`config.mk`:
```
export PLATFORM = sky130hd
export DESIGN_NAME = burst_col_seq
export DESIGN_NICKNAME = d
export VERILOG_FILES = /design/src/rtl/burst_pkg.sv /design/src/rtl/burst_mode_decode.sv /design/src/rtl/burst_col_gen.sv /design/src/rtl/burst_col_seq.sv
export SDC_FILE = /design/constraint.sdc
export NUM_CORES = 1
export LEC_CHECK = 0
export BUFFER_PORTS_ARGS = -buffer_cell sky130_fd_sc_hd__buf_2
export CORE_ASPECT_RATIO = 2
export CORE_MARGIN = 4
export CORE_UTILIZATION = 45
export DETAILED_ROUTE_END_ITERATION = 10
export PLACE_DENSITY = 0.68
export SLEW_MARGIN = 5
export SYNTH_ARGS = -nofsm -noshare
export SYNTH_HDL_FRONTEND = slang
export SYNTH_SLANG_ARGS = --single-unit
```
`constraint.sdc`:
```
create_clock -name clk -period 5.95 [get_ports clk]
set_input_delay 1.785 -clock clk [delete_from_list [all_inputs] [get_ports clk]]
set_output_delay 1.785 -clock clk [all_outputs]
set_load 0.02 [all_outputs]
```
`src/rtl/burst_pkg.sv`:
```
package burst_pkg;

    localparam int MODE_W = 12;

    typedef enum logic [2:0] {
        LEN_1    = 3'd0,
        LEN_2    = 3'd1,
        LEN_4    = 3'd2,
        LEN_8    = 3'd3,
        LEN_PAGE = 3'd4
    } burst_len_e;

    typedef struct packed {
        burst_len_e len;
        logic       inter;
        logic [1:0] lat;
        logic       wr_single;
        logic       err;
    } mode_dec_t;

endpackage

```
`src/rtl/burst_mode_decode.sv`:
```
module burst_mode_decode
    import burst_pkg::*;
(
    input  logic [MODE_W-1:0] mode_word,
    output mode_dec_t         dec
);

    logic len_bad;
    logic lat_bad;
    logic op_bad;

    always_comb begin
        dec      = '0;
        dec.len  = LEN_1;
        len_bad  = 1'b0;
        lat_bad  = 1'b0;

        unique case (mode_word[2:0])
            3'b000:  dec.len = LEN_1;
            3'b001:  dec.len = LEN_2;
            3'b010:  dec.len = LEN_4;
            3'b011:  dec.len = LEN_8;
            3'b111: begin
                dec.len = LEN_PAGE;
                len_bad = mode_word[3];
            end
            default: len_bad = 1'b1;
        endcase

        unique case (mode_word[6:4])
            3'b001:  dec.lat = 2'd1;
            3'b010:  dec.lat = 2'd2;
            3'b011:  dec.lat = 2'd3;
            default: begin
                dec.lat = 2'd0;
                lat_bad = 1'b1;
            end
        endcase

        op_bad        = (mode_word[8:7] != 2'b00) || (mode_word[11:10] != 2'b00);
        dec.inter     = mode_word[3];
        dec.wr_single = mode_word[9];
        dec.err       = len_bad || lat_bad || op_bad;
    end

endmodule

```
`src/rtl/burst_col_gen.sv`:
```
module burst_col_gen #(
    parameter int COL_W = 10
) (
    input  logic [COL_W-1:0] base,
    input  logic [COL_W-1:0] beat,
    input  logic [COL_W-1:0] mask,
    input  logic             inter,
    output logic [COL_W-1:0] col
);

    logic [COL_W-1:0] seq_col;
    logic [COL_W-1:0] xor_col;

    always_comb begin
        seq_col = (base & ~mask) | ((base + beat) & mask);
        xor_col = base ^ (beat & mask);
        col     = inter ? xor_col : seq_col;
    end

endmodule

```
`src/rtl/burst_col_seq.sv`:
```
module burst_col_seq
    import burst_pkg::*;
#(
    parameter int COL_W  = 10,
    parameter int PAGE_W = 10
) (
    input  logic              clk,
    input  logic              rst_n,
    input  logic              start,
    input  logic [COL_W-1:0]  start_col,
    input  logic [MODE_W-1:0] mode_word,
    input  logic              is_write,
    input  logic              stop,
    output logic [COL_W-1:0]  col_out,
    output logic              valid,
    output logic              last,
    output logic              mode_error,
    output logic [1:0]        rd_latency
);

    localparam logic [COL_W-1:0] PAGE_MASK = COL_W'((64'd1 << PAGE_W) - 64'd1);

    typedef struct packed {
        logic             active;
        logic             err;
        logic             inter;
        logic             full;
        logic [1:0]       lat;
        logic [COL_W-1:0] base;
        logic [COL_W-1:0] mask;
        logic [COL_W-1:0] beat;
    } state_t;

    state_t     st_d;
    state_t     st_q;
    mode_dec_t  dec;
    burst_len_e eff_len;
    logic [COL_W-1:0] new_mask;
    logic       at_end;

    burst_mode_decode i_dec (
        .mode_word (mode_word),
        .dec       (dec)
    );

    always_comb begin
        eff_len = (is_write && dec.wr_single) ? LEN_1 : dec.len;
        unique case (eff_len)
            LEN_2:    new_mask = COL_W'(1);
            LEN_4:    new_mask = COL_W'(3);
            LEN_8:    new_mask = COL_W'(7);
            LEN_PAGE: new_mask = PAGE_MASK;
            default:  new_mask = '0;
        endcase

        at_end = st_q.active && !st_q.full && (st_q.beat == st_q.mask);

        st_d = st_q;
        if (start) begin
            st_d.active = !dec.err;
            st_d.err    = dec.err;
            st_d.inter  = dec.inter;
            st_d.full   = (eff_len == LEN_PAGE);
            st_d.lat    = dec.err ? 2'd0 : dec.lat;
            st_d.base   = start_col;
            st_d.mask   = new_mask;
            st_d.beat   = '0;
        end else if (st_q.active) begin
            if (stop || at_end) begin
                st_d.active = 1'b0;
            end else begin
                st_d.beat = (st_q.beat + COL_W'(1)) & st_q.mask;
            end
        end
    end

    always_ff @(posedge clk) begin
        if (!rst_n) begin
            st_q <= '0;
        end else begin
            st_q <= st_d;
        end
    end

    burst_col_gen #(.COL_W(COL_W)) i_gen (
        .base  (st_q.base),
        .beat  (st_q.beat),
        .mask  (st_q.mask),
        .inter (st_q.inter),
        .col   (col_out)
    );

    assign valid      = st_q.active;
    assign last       = at_end;
    assign mode_error = st_q.err;
    assign rd_latency = st_q.lat;

endmodule

```
==> results of run 1 <==
==> metrics by stage <==
stage               std cells  setup WS, ns  hold slack, ns  area (µm²)  total power (µW)
floorplan                 242          1.96           0.456        2050               256
global placement          332          1.94           0.486        2310               282
detailed placement        332          1.92           0.484        2310               283
CTS                       340          1.60           0.494        2410               463
global route              340          1.32           0.518        2410               480
finish                    340          1.60           0.500        2410               458
==> layout make-up <==
| class | count | area [µm²] |
|---|---|---|
| repair buffers | 41 | 205 |
| clock buffers | 7 | 96.3 |
| flip-flops and latches | 29 | 581 |
| well taps | 54 | 67.6 |
| clock inverters | 1 | 5.00 |
| multi-input cells | 196 | 1410 |
| inverters | 12 | 45.0 |
| fillers | 439 | 1970 |
==> worst register-to-register path: stages, from the launching register on <==
cell and delay, ns:
dfxtp_1 0.65, ha_1 0.33, nor4_1 0.61, a311oi_4 0.29
inv_1 0.18, o21ai_1 0.20, a21oi_1 0.19
==> state kept, by name, indices dropped and copies added, names as in the netlist <==
signal      count
st_q           25
mode_error      1
valid           1
rd_latency      2
==> power by group through the flow <==
| stage | clock, µW | combinational, µW | sequential, µW |
|---|---|---|---|
| 2_1_floorplan | 0 | 46.2 | 210 |
| 3_3_place_gp | 0 | 67.6 | 214 |
| 3_5_place_dp | 0 | 68.5 | 214 |
| 4_1_cts | 184 | 68.7 | 210 |
| 5_1_grt | 193 | 76.1 | 211 |
| 6_report | 180 | 67.9 | 210 |
==> cells in the mapped netlist (2+ instances only) <==
master / count / area, µm²
dfxtp_1: 29 / 581
a21oi_1: 23 / 115
nor2b_1: 22 / 138
ha_1: 21 / 263
o21ai_0: 17 / 85.1
nand2_1: 15 / 56.3
inv_1: 12 / 45.0
mux2i_1: 12 / 120
nor2_1: 12 / 45.0
nand3_1: 7 / 35.0
xor2_1: 6 / 52.6
nand2b_1: 5 / 31.3
nand4_1: 4 / 25.0
xnor2_1: 4 / 35.0
a21o_1: 3 / 22.5
a31oi_1: 3 / 18.8
and3_1: 3 / 18.8
clkbuf_1: 3 / 11.3
nand3b_1: 3 / 22.5
nor3_1: 3 / 15.0
nor4_1: 3 / 18.8
o2111ai_1: 3 / 26.3
or3_1: 3 / 18.8
buf_1: 2 / 7.51
nand4b_1: 2 / 17.5
o22ai_1: 2 / 12.5
==> logic make-up after synthesis <==
group                      after synthesis
DFF                                     29
adders and majority gates               23
buffers and inverters                   17
and+or+nand+nor                         88
AOI/OAI and AO/OA                       62
xor gates and xnor gates                10
muxes                                   13
==> path summary, 6_finish.rpt <==
kind	cells after the start	slack [ns]	endpoint
setup reg to reg	6	3.44	st_q[6]
hold / removal	2	0.50	st_q[12]
hold reg to reg	2	0.50	st_q[12]
setup / recovery	9	1.60	col_out[8]
==> routing by layer <==
| metal | share of wire (%) | GRT usage, % |
|---|---|---|
| met1 | 37 | 17.7 |
| met2 | 56 | 35.9 |
| met3 | 3.6 | 3.23 |
| met4 | 3.3 | 8.99 |
| met5 | 0 | 0 |
==> impl_metrics.csv, run 1 <==
group,metric,value,unit
logic_synthesis,syn_nets,291,
final_layout,final_util,54.9,%
worst_setup_path,cp_data_arrival_time,2.56,ns
floorplanning,core,4380,µm²
sta,setup_viol,0,
final_layout,mostFrequentLayoutCell,"buf_2",
worst_setup_path,path_buf_inv,1,
floorplanning,fp.dieH,103,µm
detailed_routing,wl_per_cell,14.3,µm
clocking,cts_post_setup_buffers_inserted,0,
logic_synthesis,synth_mux_area_share,6.40,%
placed_design,io_buffers,41,
power,p_sw_share,26.8,%
logic_synthesis,ys.flop_type,"dfxtp_1",
placed_design,dp_hpwl,3.92,mm
floorplanning,start_util,46.8,%
sta,rsz0062_at_grt,"no",
grt,grt_use_total,18.1,%
logic_synthesis,synth-seq-area-share,28.3,%
detailed_routing,ant_nets,0,
floorplanning,die-area,5770,µm²
sta,worstMarginPinSlew,0.668,ns
floorplanning,die-width,55.8,µm
final_layout,fin_nets,334,
power,powerDensity,190,nW/µm²
min_path,hold_start,"st_q[12]",
sta,fmax,230,MHz
clocking,htree_levels,2,
worst_setup_path,crit_top_cell,"a21oi_1",
final_layout,syn2layout_area_growth,17.3,%
worst_setup_path,crit_chain,"ha_1, fa_1, a21o_1, a21oi_1, o21ai_0, o2111ai_1, mux2_2, a21oi_1, buf_2",
worst_setup_path,cp_slowest_cell,"fa_1",
logic_synthesis,avgSynthCellArea,8.48,µm²
clocking,clock_latency,0.28,ns
clocking,clkSinkCount,29,
floorplanning,num_rows,34,
sta,slew_headroom,55.1,%
sta,min_period,4.35,ns
clocking,cts.clk_slew.worst_paths,0.06,ns
final_layout,layout_common_cells,"buf_2 (41), dfxtp_1 (29), a21oi_1 (23)",
detailed_routing,vias_per_cell,5.56,
grt,grt_pass1_vias,1818,
power,leakagePower,0.00112,µW
sta,fin_skew,0.00445,ns
sta,setup-tns-final,0,ns
detailed_routing,postRouteWirelength,4.85,mm
placed_design,gp_congestion,0.865,
logic_synthesis,async_flop_share,0,%
logic_synthesis,synth_top_family_by_area,"simple AND/OR/NAND/NOR gates",
clocking,cts_buffers,5,
logic_synthesis,synth_edf_count,0,
detailed_routing,drtPass1Iterations,4,
logic_synthesis,synthXorXnorAreaFrac,4.27,%
power,ir_drop,159,µV
final_layout,drive_gt1_share,19.2,%
sta,timing.final.crit_share,73.1,%
clocking,cts_resized,0,
grt,grt_start_max_net_pins,23,
logic_synthesis,synth-compound-area-share,18.8,%
grt,overflow,0,
min_path,hp-class,"reg -> reg",
power,intPower,335,µW
power,clkPwrFrac,39.3,%
worst_setup_path,critPathTopFamily,"compound AO/OA/AOI/OAI gates",
clocking,cts_buffer_depth,2,
sta,hold_viol,0,
status,outcome,"finished, final reports clean",
logic_synthesis,synth-simple-area-share,24.8,%
worst_setup_path,reg2reg_from,"st_q[32]",
worst_setup_path,path_class,"reg -> out",
clocking,cts_hold_buf,0,
worst_setup_path,cp-end-kind,"output pin",
clocking,root_buffer,"clkbuf_8",
logic_synthesis,synth_area,2050,µm²
flow_run,max-cap-violations,0,
logic_synthesis,ys_ff_latch,29,
logic_synthesis,synth_fa_ha_area_share,14.3,%
detailed_routing,drc,0,
clocking,cts_tree,"done",
worst_setup_path,crit_fanout,5,
worst_setup_path,critPathRequiredTime,4.16,ns
floorplanning,ios,42,
grt,antenna_found_initial,0,
logic_synthesis,ys_types,46,
detailed_routing,drt-initial-drc-count,28,
power,pwr-share-seq,45.8,%
detailed_routing,num_vias,1890,
logic_synthesis,syn_inst,242,
sta,finalMaxSlewViolations,0,
worst_setup_path,cp-start-kind,"register",
logic_synthesis,synth_warnings,0,
power,p_comb_share,14.8,%
worst_setup_path,slowest_delay,0.41,ns
power,p_sw,123,µW
worst_setup_path,crit_start,"st_q[0]",
final_layout,n_antenna_cell,0,
grt,grt_pass1_wl,8.11,mm
(Power assumes the default switching activity.)
==> inputs of run 2 (changes only) <==
--- a/config.mk
+++ b/config.mk
@@ -10,7 +10,7 @@
 export CORE_MARGIN = 4
 export CORE_UTILIZATION = 45
 export DETAILED_ROUTE_END_ITERATION = 10
-export PLACE_DENSITY = 0.68
+export PLACE_DENSITY = 0.7
 export SLEW_MARGIN = 5
 export SYNTH_ARGS = -nofsm -noshare
 export SYNTH_HDL_FRONTEND = slang
==> constraint.sdc (replaced) <==
create_clock -name clk -period 3.9 [get_ports clk]
set_input_delay 1.17 -clock clk [delete_from_list [all_inputs] [get_ports clk]]
set_output_delay 1.17 -clock clk [all_outputs]
set_load 0.02 [all_outputs]
==> impl_metrics.csv, run 2 (synthesis gave the netlist of run 1 again) <==
group,metric,value,unit
floorplanning,die-area,5770,µm²
grt,antenna_found_initial,0,
final_layout,final_cells,341,
floorplanning,core,4380,µm²
placed_design,io_buffers,41,
clocking,htree_levels,2,
sta,fmax,268,MHz
detailed_routing,drc,0,
sta,layout_setup_ws,0.169,ns
flow_run,max-cap-violations,0,
final_layout,n_antenna_cell,0,
floorplanning,die-width,55.8,µm
final_layout,regMostFlops,"st_q",
worst_setup_path,reg2reg_from,"st_q[32]",
final_layout,fin_nets,335,
grt,grt_pass1_vias,1829,
sta,setup_viol,0,
clocking,cts.clk_slew.worst_paths,0.06,ns
placed_design,place_inst,333,
sta,finalMaxSlewViolations,0,
min_path,hp-class,"reg -> reg",
sta,min_period,3.73,ns
placed_design,gp_congestion,0.900,
detailed_routing,num_vias,1891,
clocking,cts_tree,"done",
worst_setup_path,crit_start,"st_q[0]",
detailed_routing,vias_per_cell,5.55,
power,powerDensity,289,nW/µm²
clocking,root_buffer,"clkbuf_8",
power,p_sw,186,µW
worst_setup_path,crit_fanout,5,
worst_setup_path,cp-start-kind,"register",
worst_setup_path,cp_data_arrival_time,2.56,ns
placed_design,dp_hpwl,4.01,mm
placed_design,dp_slack,0.450,ns
power,p_total,698,µW
final_layout,mostFrequentLayoutCell,"buf_2",
detailed_routing,drt-initial-drc-count,19,
sta,fin_skew,0.00336,ns
clocking,cts_post_setup_buffers_inserted,0,
worst_setup_path,critPathRequiredTime,2.73,ns
worst_setup_path,path_class,"reg -> out",
worst_setup_path,cp-end-kind,"output pin",
sta,hold_viol,0,
power,p_comb_share,15.2,%
grt,grt_use_total,18.2,%
grt,grt_start_max_net_pins,23,
floorplanning,start_util,46.8,%
clocking,cts_buffer_depth,2,
sta,rsz0062_at_grt,"no",
placed_design,placed_cell_area,2310,µm²
power,ir_drop,261,µV
grt,overflow,0,
clocking,clkSinkCount,29,
clocking,clock_latency,0.28,ns
sta,worstMarginPinSlew,0.654,ns
detailed_routing,drtPass1Iterations,4,
final_layout,largest_register_ff_count,25,
detailed_routing,wl_per_cell,14.5,µm
floorplanning,num_rows,34,
floorplanning,fp.dieH,103,µm
detailed_routing,postRouteWirelength,4.93,mm
power,leakagePower,0.00112,µW
sta,timing.final.crit_share,95.7,%
power,p_sw_share,26.6,%
sta,setup-tns-final,0,ns
min_path,hold_start,"mode_error",
power,intPower,512,µW
power,pwr-share-seq,45.8,%
detailed_routing,ant_nets,0,
final_layout,syn2layout_area_growth,17.9,%
sta,slew_headroom,56.0,%
power,clkPwrFrac,39.0,%
floorplanning,ios,42,
status,outcome,"finished, final reports clean",
final_layout,drive_gt1_share,19.9,%
clocking,cts_buffers,5,
final_layout,final_cell_area,2420,µm²
final_layout,layout_common_cells,"buf_2 (41), dfxtp_1 (29), nor2b_1 (22), a21oi_1 (22), ha_1 (21)",
grt,grt_pass1_wl,8.23,mm
run 2: cell count changes in the layout (fill, tap and decap cells not counted), sizes merged:
cell  change
buf       +1
run 2: final timing paths:
kind	to	cells past startpoint	slack (ns)
setup / recovery	col_out[8]	9	0.17
setup reg to reg	st_q[6]	6	1.40
hold reg to reg	mode_error	2	0.50
hold / removal	mode_error	2	0.50
run 2: per-layer routing:
metal | vias to the layer above | global-route usage (%) | wire, µm | share of wire, %
li1 | 973 | - | - | -
met1 | 869 | 17.7 | 1850 | 38
met2 | 40 | 36.3 | 2790 | 56
met3 | 9 | 3.23 | 170 | 3.4
met4 | 0 | 8.80 | 125 | 2.5
met5 | - | 0 | 0 | 0
run 2: timing repair:
action,4_1_cts,5_1_grt
gates resized for setup,0,1
endpoints found under the setup margin,0,1
hold buffers,0,0
hold endpoints to repair,0,0
run 2: power by group through the flow:
| stage | clock [µW] | sequential [µW] | combinational, µW |
|---|---|---|---|
| final | 272 | 320 | 106 |
| after global routing | 288 | 322 | 119 |
| after CTS | 276 | 320 | 107 |
| after detailed placement | 0 | 327 | 106 |
| after global placement | 0 | 326 | 104 |
| after floorplan | 0 | 321 | 70.4 |
run 2: area by class of cell:
cell class | count | area [µm²]
multi-input combinational | 196 | 1410
clock buffer | 7 | 96.3
tap | 54 | 67.6
timing repair buffer | 42 | 213
clock inverter | 1 | 5.00
sequential | 29 | 581
fill | 456 | 1960
inverter | 12 | 45.0
run 2: worst max-delay path, stage by stage (launching register included):
cell	delay [ns]
dfxtp_1	0.35
ha_1	0.24
fa_1	0.41
a21o_1	0.18
a21oi_2	0.17
o21ai_0	0.12
o2111ai_1	0.12
mux2_2	0.35
a21oi_1	0.15
buf_2	0.18
run 2: stage by stage:
| stage | utilization [%] | hold slack [ns] |
|---|---|---|
| 3_3_place_gp | 52.8 | 0.478 |
| 6_report | 55.2 | 0.503 |
| 4_1_cts | 55.1 | 0.493 |
| 2_1_floorplan | - | 0.456 |
| 3_5_place_dp | 52.8 | 0.485 |
| 5_1_grt | 55.2 | 0.524 |
==> inputs of run 3 (changes only) <==
--- a/config.mk
+++ b/config.mk
@@ -10,6 +10,7 @@
 export CORE_MARGIN = 4
 export CORE_UTILIZATION = 45
 export DETAILED_ROUTE_END_ITERATION = 10
+export GPL_TIMING_DRIVEN = 0
 export PLACE_DENSITY = 0.7
 export SLEW_MARGIN = 5
 export SYNTH_ARGS = -nofsm -noshare
==> impl_metrics.csv, run 3 (synthesis gave the netlist of run 1 again) <==
group,metric,value,unit
status,outcome,"finished, final reports clean",
final_layout,n_antenna_cell,0,
clocking,root_buffer,"clkbuf_8",
floorplanning,ios,42,
grt,grt_pass1_wl,8.11,mm
worst_setup_path,reg2reg_from,"st_q[32]",
placed_design,dp_hpwl,4.05,mm
grt,overflow,0,
worst_setup_path,crit_start,"st_q[0]",
min_path,hold_start,"mode_error",
detailed_routing,drc,0,
sta,timing.final.crit_share,96.0,%
clocking,clock_latency,0.28,ns
grt,grt_start_max_net_pins,16,
flow_run,max-cap-violations,0,
clocking,cts.clk_slew.worst_paths,0.06,ns
final_layout,syn2layout_area_growth,18.2,%
placed_design,io_buffers,40,
sta,setup_viol,0,
worst_setup_path,crit_fanout,5,
worst_setup_path,path_class,"reg -> out",
floorplanning,core,4380,µm²
clocking,cts_tree,"done",
detailed_routing,num_vias,1863,
final_layout,layout_common_cells,"buf_2 (40), dfxtp_1 (29), nor2b_1 (22), a21oi_1 (22), ha_1 (21)",
worst_setup_path,crit_chain,"ha_1, fa_1, a21o_1, a21oi_2, o21ai_0, o2111ai_1, mux2_2, a21oi_1, buf_2",
sta,worstMarginPinSlew,0.749,ns
placed_design,gp_congestion,0.853,
floorplanning,start_util,46.8,%
sta,rsz0062_at_grt,"no",
sta,fin_skew,0.00612,ns
final_layout,mostFrequentLayoutCell,"buf_2",
sta,hold_viol,0,
worst_setup_path,cp_slowest_cell,"fa_1",
min_path,hp-class,"reg -> reg",
clocking,cts_buffers,5,
worst_setup_path,cp_data_arrival_time,2.58,ns
sta,fmax,267,MHz
sta,min_period,3.75,ns
power,powerDensity,287,nW/µm²
final_layout,fillers,421,
detailed_routing,vias_per_cell,5.42,
final_layout,final_util,55.3,%
floorplanning,die-area,5770,µm²
floorplanning,fp.dieH,103,µm
sta,setup-tns-final,0,ns
sta,finalMaxSlewViolations,0,
final_layout,multi_input_area,1410,µm²
final_layout,seqCellArea,581,µm²
worst_setup_path,critPathRequiredTime,2.73,ns
grt,grt_pass1_vias,1749,
clocking,cts_buffer_depth,2,
worst_setup_path,cp-start-kind,"register",
worst_setup_path,critPathTopFamily,"compound AO/OA/AOI/OAI gates",
sta,slew_headroom,49.6,%
detailed_routing,wl_per_cell,14.3,µm
final_layout,regMostFlops,"st_q",
clocking,cts_post_setup_buffers_inserted,0,
final_layout,drive_gt1_share,19.0,%
worst_setup_path,slowest_delay,0.42,ns
detailed_routing,drtPass1Iterations,4,
worst_setup_path,cp-end-kind,"output pin",
detailed_routing,drt-initial-drc-count,27,
detailed_routing,postRouteWirelength,4.91,mm
final_layout,largest_register_ff_count,25,
floorplanning,die-width,55.8,µm
worst_setup_path,path_buf_inv,1,
power,ir_drop,295,µV
floorplanning,num_rows,34,
clocking,clkSinkCount,29,
grt,grt_use_total,18.3,%
clocking,htree_levels,2,
final_layout,fin_nets,338,
power,leakagePower,0.00112,µW
grt,antenna_found_initial,0,
detailed_routing,ant_nets,0,
## run 3: path summary, 6_finish.rpt
check,end,slack [ns],depth (start not counted)
worst max-delay path,col_out[8],0.15,9
worst min-delay path,mode_error,0.51,2
worst max register to register,st_q[7],1.35,6
worst min register to register,mode_error,0.51,2
## run 3: layer usage
metal  track usage [%]  share of wire [%]
met5                 0                  0
met4              10.3                4.0
met1              17.7                 37
met3              3.23                3.0
met2              35.9                 56
## run 3: through the flow
stage          instance area (µm²)  power (µW)  setup WS [ns]  hold slack (ns)  cells
4_1_cts                       2420         704         0.0838            0.511    344
6_report                      2420         697          0.154            0.509    344
2_1_floorplan                 2050         391          0.522            0.456    242
3_5_place_dp                  2320         433          0.404            0.493    336
3_3_place_gp                  2320         431          0.427            0.477    336
5_1_grt                       2420         731         0.0499            0.543    344
## run 3: area by class of cell
cell class,count,area share [%]
sequential,29,23.9
timing repair buffer,40,8.26
clock inverter,1,0.206
multi-input combinational,196,58.2
buffer,5,0.774
tap,54,2.79
inverter,12,1.86
clock buffer,7,3.97
## run 3: worst reg2reg max path, cell delays in order (launching register included)
cell,delay (ns)
dfxtp_1,0.64
ha_1,0.33
nor4_1,0.64
a311oi_4,0.30
inv_1,0.19
o21ai_1,0.20
a21oi_1,0.19
## run 3: what timing repair did
item                                    in CTS  in global routing
resized for setup                            0                  1
hold buffers                                 0                  0
endpoints found under the setup margin       0                  1
## run 3: power by group
| part | switching (µW) | leakage [µW] | internal [µW] |
|---|---|---|---|
| Clock | 112 | 0.0000542 | 159 |
| Sequential | 11.6 | 0.000237 | 306 |
| Combinational | 61.4 | 0.000830 | 47.0 |
